## src/rtl/dcb_enc_pkg.sv

```systemverilog
package dcb_enc_pkg;
  // Strobes from control to datapath, at most one select active.
  typedef struct packed {
    logic selData;
    logic selFill0;
    logic selFill1;
    logic clearDisp;
  } enc_strobe_t;
endpackage

```

## src/rtl/dcb_enc_ctrl.sv

```systemverilog
module dcb_enc_ctrl
  import dcb_enc_pkg::*;
(
  input  logic        clk,
  input  logic        rst_n,
  input  logic        sendData,
  input  logic        sendFill0,
  input  logic        sendFill1,
  output enc_strobe_t strobe
);
  logic prevFill0;

  always_ff @(posedge clk) begin
    if (!rst_n) prevFill0 <= 1'b0;
    else        prevFill0 <= sendFill0;
  end

  // Priority: fill 0, then fill 1, then data
  always_comb begin
    strobe.selFill0  = sendFill0;
    strobe.selFill1  = !sendFill0 && sendFill1;
    strobe.selData   = !sendFill0 && !sendFill1 && sendData;
    strobe.clearDisp = prevFill0 && !sendFill0;
  end

  a_r7_single_select: assert property (@(posedge clk) disable iff (!rst_n)
    $onehot0({strobe.selData, strobe.selFill0, strobe.selFill1}));
  a_r7_fill0_wins: assert property (@(posedge clk) disable iff (!rst_n)
    sendFill0 |-> (strobe.selFill0 && !strobe.selData && !strobe.selFill1));
endmodule

```

## src/rtl/dcb_enc_datapath.sv

```systemverilog
module dcb_enc_datapath
  import dcb_enc_pkg::*;
#(
  parameter int FIELD_W  = 20,
  parameter int DISP_LIM = 31
)(
  input  logic                   clk,
  input  logic                   rst_n,
  input  enc_strobe_t            strobe,
  input  logic [FIELD_W-1:0]     fieldIn,
  input  logic                   fieldFlag,
  output logic [FIELD_W+3:0]     frameOut,
  output logic                   frameValid
);
  localparam int FRAME_W = FIELD_W + 4;
  localparam int CNT_W   = $clog2(FRAME_W + 1);
  localparam int DISP_W  = $clog2(DISP_LIM + 1) + 1;
  localparam int SUM_W   = ((DISP_W > CNT_W) ? DISP_W : CNT_W) + 2;
  localparam int HALF    = FIELD_W / 2;

  // Nibble vectors, bit k = nibble bit sent k-th
  localparam logic [3:0] NIB_FIRST  = 4'b1011;
  localparam logic [3:0] NIB_SECOND = 4'b1101;
  localparam logic [3:0] NIB_FILL   = 4'b1100;

  localparam logic [FIELD_W-1:0] ALL_ONES    = {FIELD_W{1'b1}};
  localparam logic [FIELD_W-1:0] FILL0_FIELD = ALL_ONES >> (FIELD_W - HALF);
  localparam logic [FIELD_W-1:0] HEAVY_FIELD = ALL_ONES >> (FIELD_W - HALF - 1);
  localparam logic [FIELD_W-1:0] LIGHT_FIELD = ALL_ONES >> (FIELD_W - HALF + 1);

  localparam logic signed [SUM_W-1:0] POS_LIM = SUM_W'(DISP_LIM);
  localparam logic signed [SUM_W-1:0] NEG_LIM = -POS_LIM;

  function automatic logic [CNT_W-1:0] onesOf(input logic [FRAME_W-1:0] v);
    logic [CNT_W-1:0] n;
    n = '0;
    for (int i = 0; i < FRAME_W; i++) n = n + CNT_W'(v[i]);
    return n;
  endfunction

  logic signed [DISP_W-1:0] disp, effDisp, dispNext;
  logic [FRAME_W-1:0]       rawData, chosen;
  logic signed [SUM_W-1:0]  rawBal, sentBal, sum, sumSat;
  logic                     dispNonNeg, invertData, anySel;

  always_comb begin
    anySel     = strobe.selData || strobe.selFill0 || strobe.selFill1;
    effDisp    = strobe.clearDisp ? '0 : disp;
    dispNonNeg = !effDisp[DISP_W-1];
    rawData    = {(fieldFlag ? NIB_SECOND : NIB_FIRST), fieldIn};
    rawBal     = SUM_W'({onesOf(rawData), 1'b0}) - SUM_W'(FRAME_W);
    invertData = (!rawBal[SUM_W-1]) == dispNonNeg;

    if (strobe.selFill0)      chosen = {NIB_FILL, FILL0_FIELD};
    else if (strobe.selFill1) chosen = dispNonNeg ? {NIB_FILL, LIGHT_FIELD}
                                                  : {NIB_FILL, HEAVY_FIELD};
    else                      chosen = invertData ? ~rawData : rawData;

    sentBal  = SUM_W'({onesOf(chosen), 1'b0}) - SUM_W'(FRAME_W);
    sum      = {{(SUM_W-DISP_W){effDisp[DISP_W-1]}}, effDisp} + sentBal;
    sumSat   = (sum > POS_LIM) ? POS_LIM : ((sum < NEG_LIM) ? NEG_LIM : sum);
    dispNext = anySel ? sumSat[DISP_W-1:0] : effDisp;
  end

  always_ff @(posedge clk) begin
    if (!rst_n) begin
      disp       <= '0;
      frameOut   <= '0;
      frameValid <= 1'b0;
    end else begin
      disp       <= dispNext;
      frameValid <= anySel;
      if (anySel) frameOut <= chosen;
    end
  end

  a_r8_idle_holds: assert property (@(posedge clk) disable iff (!rst_n)
    (!anySel && !strobe.clearDisp) |=> $stable(disp));
  a_r10_valid_follows: assert property (@(posedge clk) disable iff (!rst_n)
    anySel |=> frameValid);
  a_r8_idle_invalid: assert property (@(posedge clk) disable iff (!rst_n)
    !anySel |=> !frameValid);
  a_r2_master_transition: assert property (@(posedge clk) disable iff (!rst_n)
    frameValid |-> (frameOut[FIELD_W+1] != frameOut[FIELD_W+2]));
  a_r6_disp_bounded: assert property (@(posedge clk) disable iff (!rst_n)
    ((SUM_W'(disp) <= SUM_W'(FRAME_W)) && (SUM_W'(disp) >= -SUM_W'(FRAME_W))));
endmodule

```

## src/rtl/dcb_frame_encoder.sv

```systemverilog
module dcb_frame_encoder
  import dcb_enc_pkg::*;
#(
  parameter int FIELD_W  = 20,
  parameter int DISP_LIM = 31
)(
  input  logic                 clk,
  input  logic                 rst_n,
  input  logic [FIELD_W-1:0]   fieldIn,
  input  logic                 fieldFlag,
  input  logic                 sendData,
  input  logic                 sendFill0,
  input  logic                 sendFill1,
  output logic [FIELD_W+3:0]   frameOut,
  output logic [FIELD_W+3:0]   serialOut,
  output logic                 frameValid
);
  localparam int FRAME_W = FIELD_W + 4;

  enc_strobe_t strobe;

  dcb_enc_ctrl i_ctrl (
    .clk(clk), .rst_n(rst_n),
    .sendData(sendData), .sendFill0(sendFill0), .sendFill1(sendFill1),
    .strobe(strobe)
  );

  dcb_enc_datapath #(.FIELD_W(FIELD_W), .DISP_LIM(DISP_LIM)) i_dp (
    .clk(clk), .rst_n(rst_n), .strobe(strobe),
    .fieldIn(fieldIn), .fieldFlag(fieldFlag),
    .frameOut(frameOut), .frameValid(frameValid)
  );

  // reversed view for an MSB-first shifter
  for (genvar i = 0; i < FRAME_W; i++) begin : g_rev
    assign serialOut[FRAME_W-1-i] = frameOut[i];
  end
endmodule

```

## config.mk

```make
export PLATFORM = sky130hd
export DESIGN_NAME = dcb_frame_encoder
export DESIGN_NICKNAME = d
export VERILOG_FILES = /design/src/rtl/dcb_enc_pkg.sv /design/src/rtl/dcb_enc_ctrl.sv /design/src/rtl/dcb_enc_datapath.sv /design/src/rtl/dcb_frame_encoder.sv
export SDC_FILE = /design/constraint.sdc
export NUM_CORES = 1
export LEC_CHECK = 0
export BUFFER_PORTS_ARGS = -buffer_cell sky130_fd_sc_hd__buf_2
export CORE_MARGIN = 2
export CORE_UTILIZATION = 52
export CTS_BUF_LIST = sky130_fd_sc_hd__clkbuf_2 sky130_fd_sc_hd__clkbuf_4 sky130_fd_sc_hd__clkbuf_8
export CTS_CLUSTER_SIZE = 20
export DETAILED_ROUTE_END_ITERATION = 12
export PLACE_DENSITY = 0.88
export SLEW_MARGIN = 20
export SYNTH_ARGS = -nofsm -noshare
export SYNTH_HDL_FRONTEND = slang
export SYNTH_SLANG_ARGS = --single-unit
```

## constraint.sdc

```tcl
create_clock -name clk -period 11.3 [get_ports clk]
set_clock_uncertainty 0.2 [all_clocks]
set_input_delay 1.13 -clock clk [delete_from_list [all_inputs] [get_ports clk]]
set_output_delay 1.13 -clock clk [all_outputs]
set_load 0.05 [all_outputs]
```

==> results.json <==
{
  "crit_path_frequent_cell": "fa_1",
  "holdPathStages": 2,
  "drt_first_pass_iters": 6,
  "drive_above_1_share_pct": 32.64,
  "final_area_sq_mm": 0.004349,
  "antenna_cells": 0,
  "dieArea_sq_mm": 0.007559,
  "placedCellCount": 543,
  "post-route-util_pct": 64.73,
  "fin_ws_ns": -0.1431,
  "clk_pin_slew_ns": 0.07,
  "fin_hold_ws_ns": 0.2760,
  "slew_headroom_pct": 42.72,
  "via_per_inst": 5.868,
  "antenna_found_initial": 0,
  "crit_fanout": 5,
  "hpwl_microns": 6418,
  "cts_made_buffers": 5,
  "ys.warnings.count": 0,
  "cts_sinks": 32,
  "area_delta_synth_final_pct": 21.58,
  "drc": 0,
  "timing.final.hold_violations": 0,
  "route.detailed.wl_per_inst_microns": 17.26,
  "synth_area_sq_mm": 0.003577,
  "initial_utilization_pct": 53.24,
  "fin_cells": 561,
  "syn_nets": 500,
  "num_rows": 30,
  "synth_top_area_share_pct": 17.91,
  "holdCritPathClass": "reg -> reg",
  "async_flop_share_pct": 0,
  "path_delay_family": "adder cells",
  "maxCapViolCount": 0,
  "die-width_microns": 86.94,
  "finalWeightedCongestion": 0.9348,
  "num_vias": 3292,
  "ys_ff_latch": 32,
  "period_share_pct": 101.3,
  "status": "complete, but fails checks",
  "io_pins": 75,
  "dieHeight_microns": 86.94,
  "criticalPathCategory": "in -> reg",
  "cts_root_buffer": "clkbuf_8",
  "core_area_sq_mm": 0.006719,
  "rsz0062_at_grt": "yes",
  "grt_util_all_layers_pct": 21.80,
  "grt_max_degree": 55,
  "dpl-instance-area_sq_mm": 0.003877,
  "worstSkewPairLatency_ns": 0.29,
  "timing.rr.end": "i_dp.disp[1]",
  "synthCells": 419,
  "ant_nets": 0,
  "crit_slowest_cell": "fa_2",
  "reg2reg_depth": 28,
  "drtIter0Drc": 336,
  "port_buffers": 74,
  "hold_start": "i_dp.disp[0]",
  "end_kind": "flop",
  "h-tree-depth": 2,
  "yosysTopAreaCell": "dfxtp_1",
  "grt_pass1_wl_microns": 13120,
  "synth.distinct_cells": 55,
  "crit_arrival_ns": 11.46,
  "tightest_slew_ns": 0.8592,
  "syn-mean-instance-area_sq_um": 8.537,
  "ctsHoldBuffers": 0,
  "synth_area_leaders": "dfxtp_1 (18%), fa_1 (17%), ha_1 (8.4%)",
  "reg2reg_slack_ns": 3.46,
  "synth_edf_count": 0,
  "slew_violations": 0,
  "critPathRequiredTime_ns": 11.31,
  "ys_seq_area_share_pct": 17.91,
  "routed_wl_microns": 9684,
  "fmax_mhz": 87.39,
  "cts.path.max_buffers": 2,
  "synth_ff_type": "dfxtp_1",
  "violations": "negative setup slack",
  "setup_viol": 5,
  "gr-total-overflow": 0,
  "slowest_delay_ns": 0.60,
  "grt_pass1_vias": 2912,
  "path_buf_inv": 9,
  "nNetsFinal": 561,
  "cp-start-kind": "input port",
  "cts_tree": "done",
  "holdPathEnd": "i_dp.disp[0]",
  "r2r-start": "i_ctrl.prevFill0",
  "finalCriticalPeriod_ns": 11.44
}
## placed cells by master, fill, tap and decap left out, drive strengths merged, types with 2 or more instances in the layout
cell type  instances
buf              101
o21a               3
nor4b              5
or3                2
inv               59
nor4               2
and2              11
or2                2
a21oi             10
and4b              2
and4               5
xnor2             19
nor2b              2
o21ai              8
o2111ai            2
mux2i              4
clkbuf             6
a211oi            11
a31oi              6
o211ai             5
dfxtp             32
o31ai             11
fa                31
ha                24
nor2              39
nand3             15
nor3              12
o211a              2
nand2             18
xor2               3
a21o               3
nand2b            11
## tightest hold or removal path, cell delays in order, from the launching register on
cell     delay (ns)
dfxtp_1        0.31
nand2_1        0.05
a31oi_1        0.07
## state kept, by name (all words and copies together), names as in the netlist
register          flops
i_dp.frameOut        24
i_dp.disp             6
i_ctrl.prevFill0      1
i_dp.frameValid       1
## metrics by stage
stage               TNS, ns  worst slack, ns
floorplan                 0          0.01649
global placement    -0.2362         -0.06897
global route         -1.590          -0.3096
detailed placement   -1.269          -0.3123
CTS                       0          0.02814
finish              -0.6353          -0.1431
## Yosys cell counts, types with 15 or more instances
cell / instances
nor2_1: 38
ha_1: 24
fa_1: 31
dfxtp_1: 32
nand2_1: 18
xnor2_1: 18
nand3_1: 15
clkbuf_1: 17
inv_1: 59
buf_4: 24
## area by class of cell
class / instances / area, sq um
inverters: 59 / 221.5
flip-flops and latches: 32 / 640.6
fillers: 450 / 2370
multi-input cells: 281 / 2665
well taps: 80 / 100.1
clock inverters: 2 / 35.03
clock buffers: 6 / 76.32
repair buffers: 101 / 610.6
## logic make-up (layout without fill, tap and decap cells)
kind of cell,count (synthesis),after routing,share of synthesized area [%]
adders and majority gates,55,55,25.74
AOI/OAI and AO/OA,70,70,13.64
xor gates and xnor gates,23,23,6.436
DFF,32,32,17.91
muxes,4,4,1.119
and+or+nand+nor,129,129,20.36
buffers and inverters,106,168,14.80
## worst max path at each step
| stage | startpoint | to | slack [ns] | depth (start not counted) |
|---|---|---|---|---|
| finish | fieldIn[0] | i_dp.disp[1] | -0.14 | 39 |
| global route | fieldIn[0] | i_dp.disp[3] | -0.31 | 39 |
| CTS | fieldIn[0] | i_dp.disp[1] | 0.03 | 36 |
| detailed placement | fieldIn[0] | i_dp.disp[1] | -0.31 | 35 |
| global placement | fieldIn[0] | i_dp.disp[0] | -0.07 | 35 |
| floorplan | fieldIn[0] | i_dp.disp[0] | 0.02 | 35 |
## what timing repair did
item                       CTS  global route
setup buffers                1             8
resized for setup            1            48
setup endpoints to repair    3             6
cloned                       0             1
hold endpoints to repair     0             0
pin swaps                    2            34
## layer usage
metal  vias to the layer above  share of wire [%]  GRT usage [%]
met2                       217                 48          36.09
li1                       1491                  -              -
met3                        56                8.0          2.844
met1                      1528                 40          29.66
met4                         0                4.1          6.818
met5                         -                  0              0
Power is not shown: default switching activity piles up to over one toggle a cycle in this logic, so the estimate is an artifact.
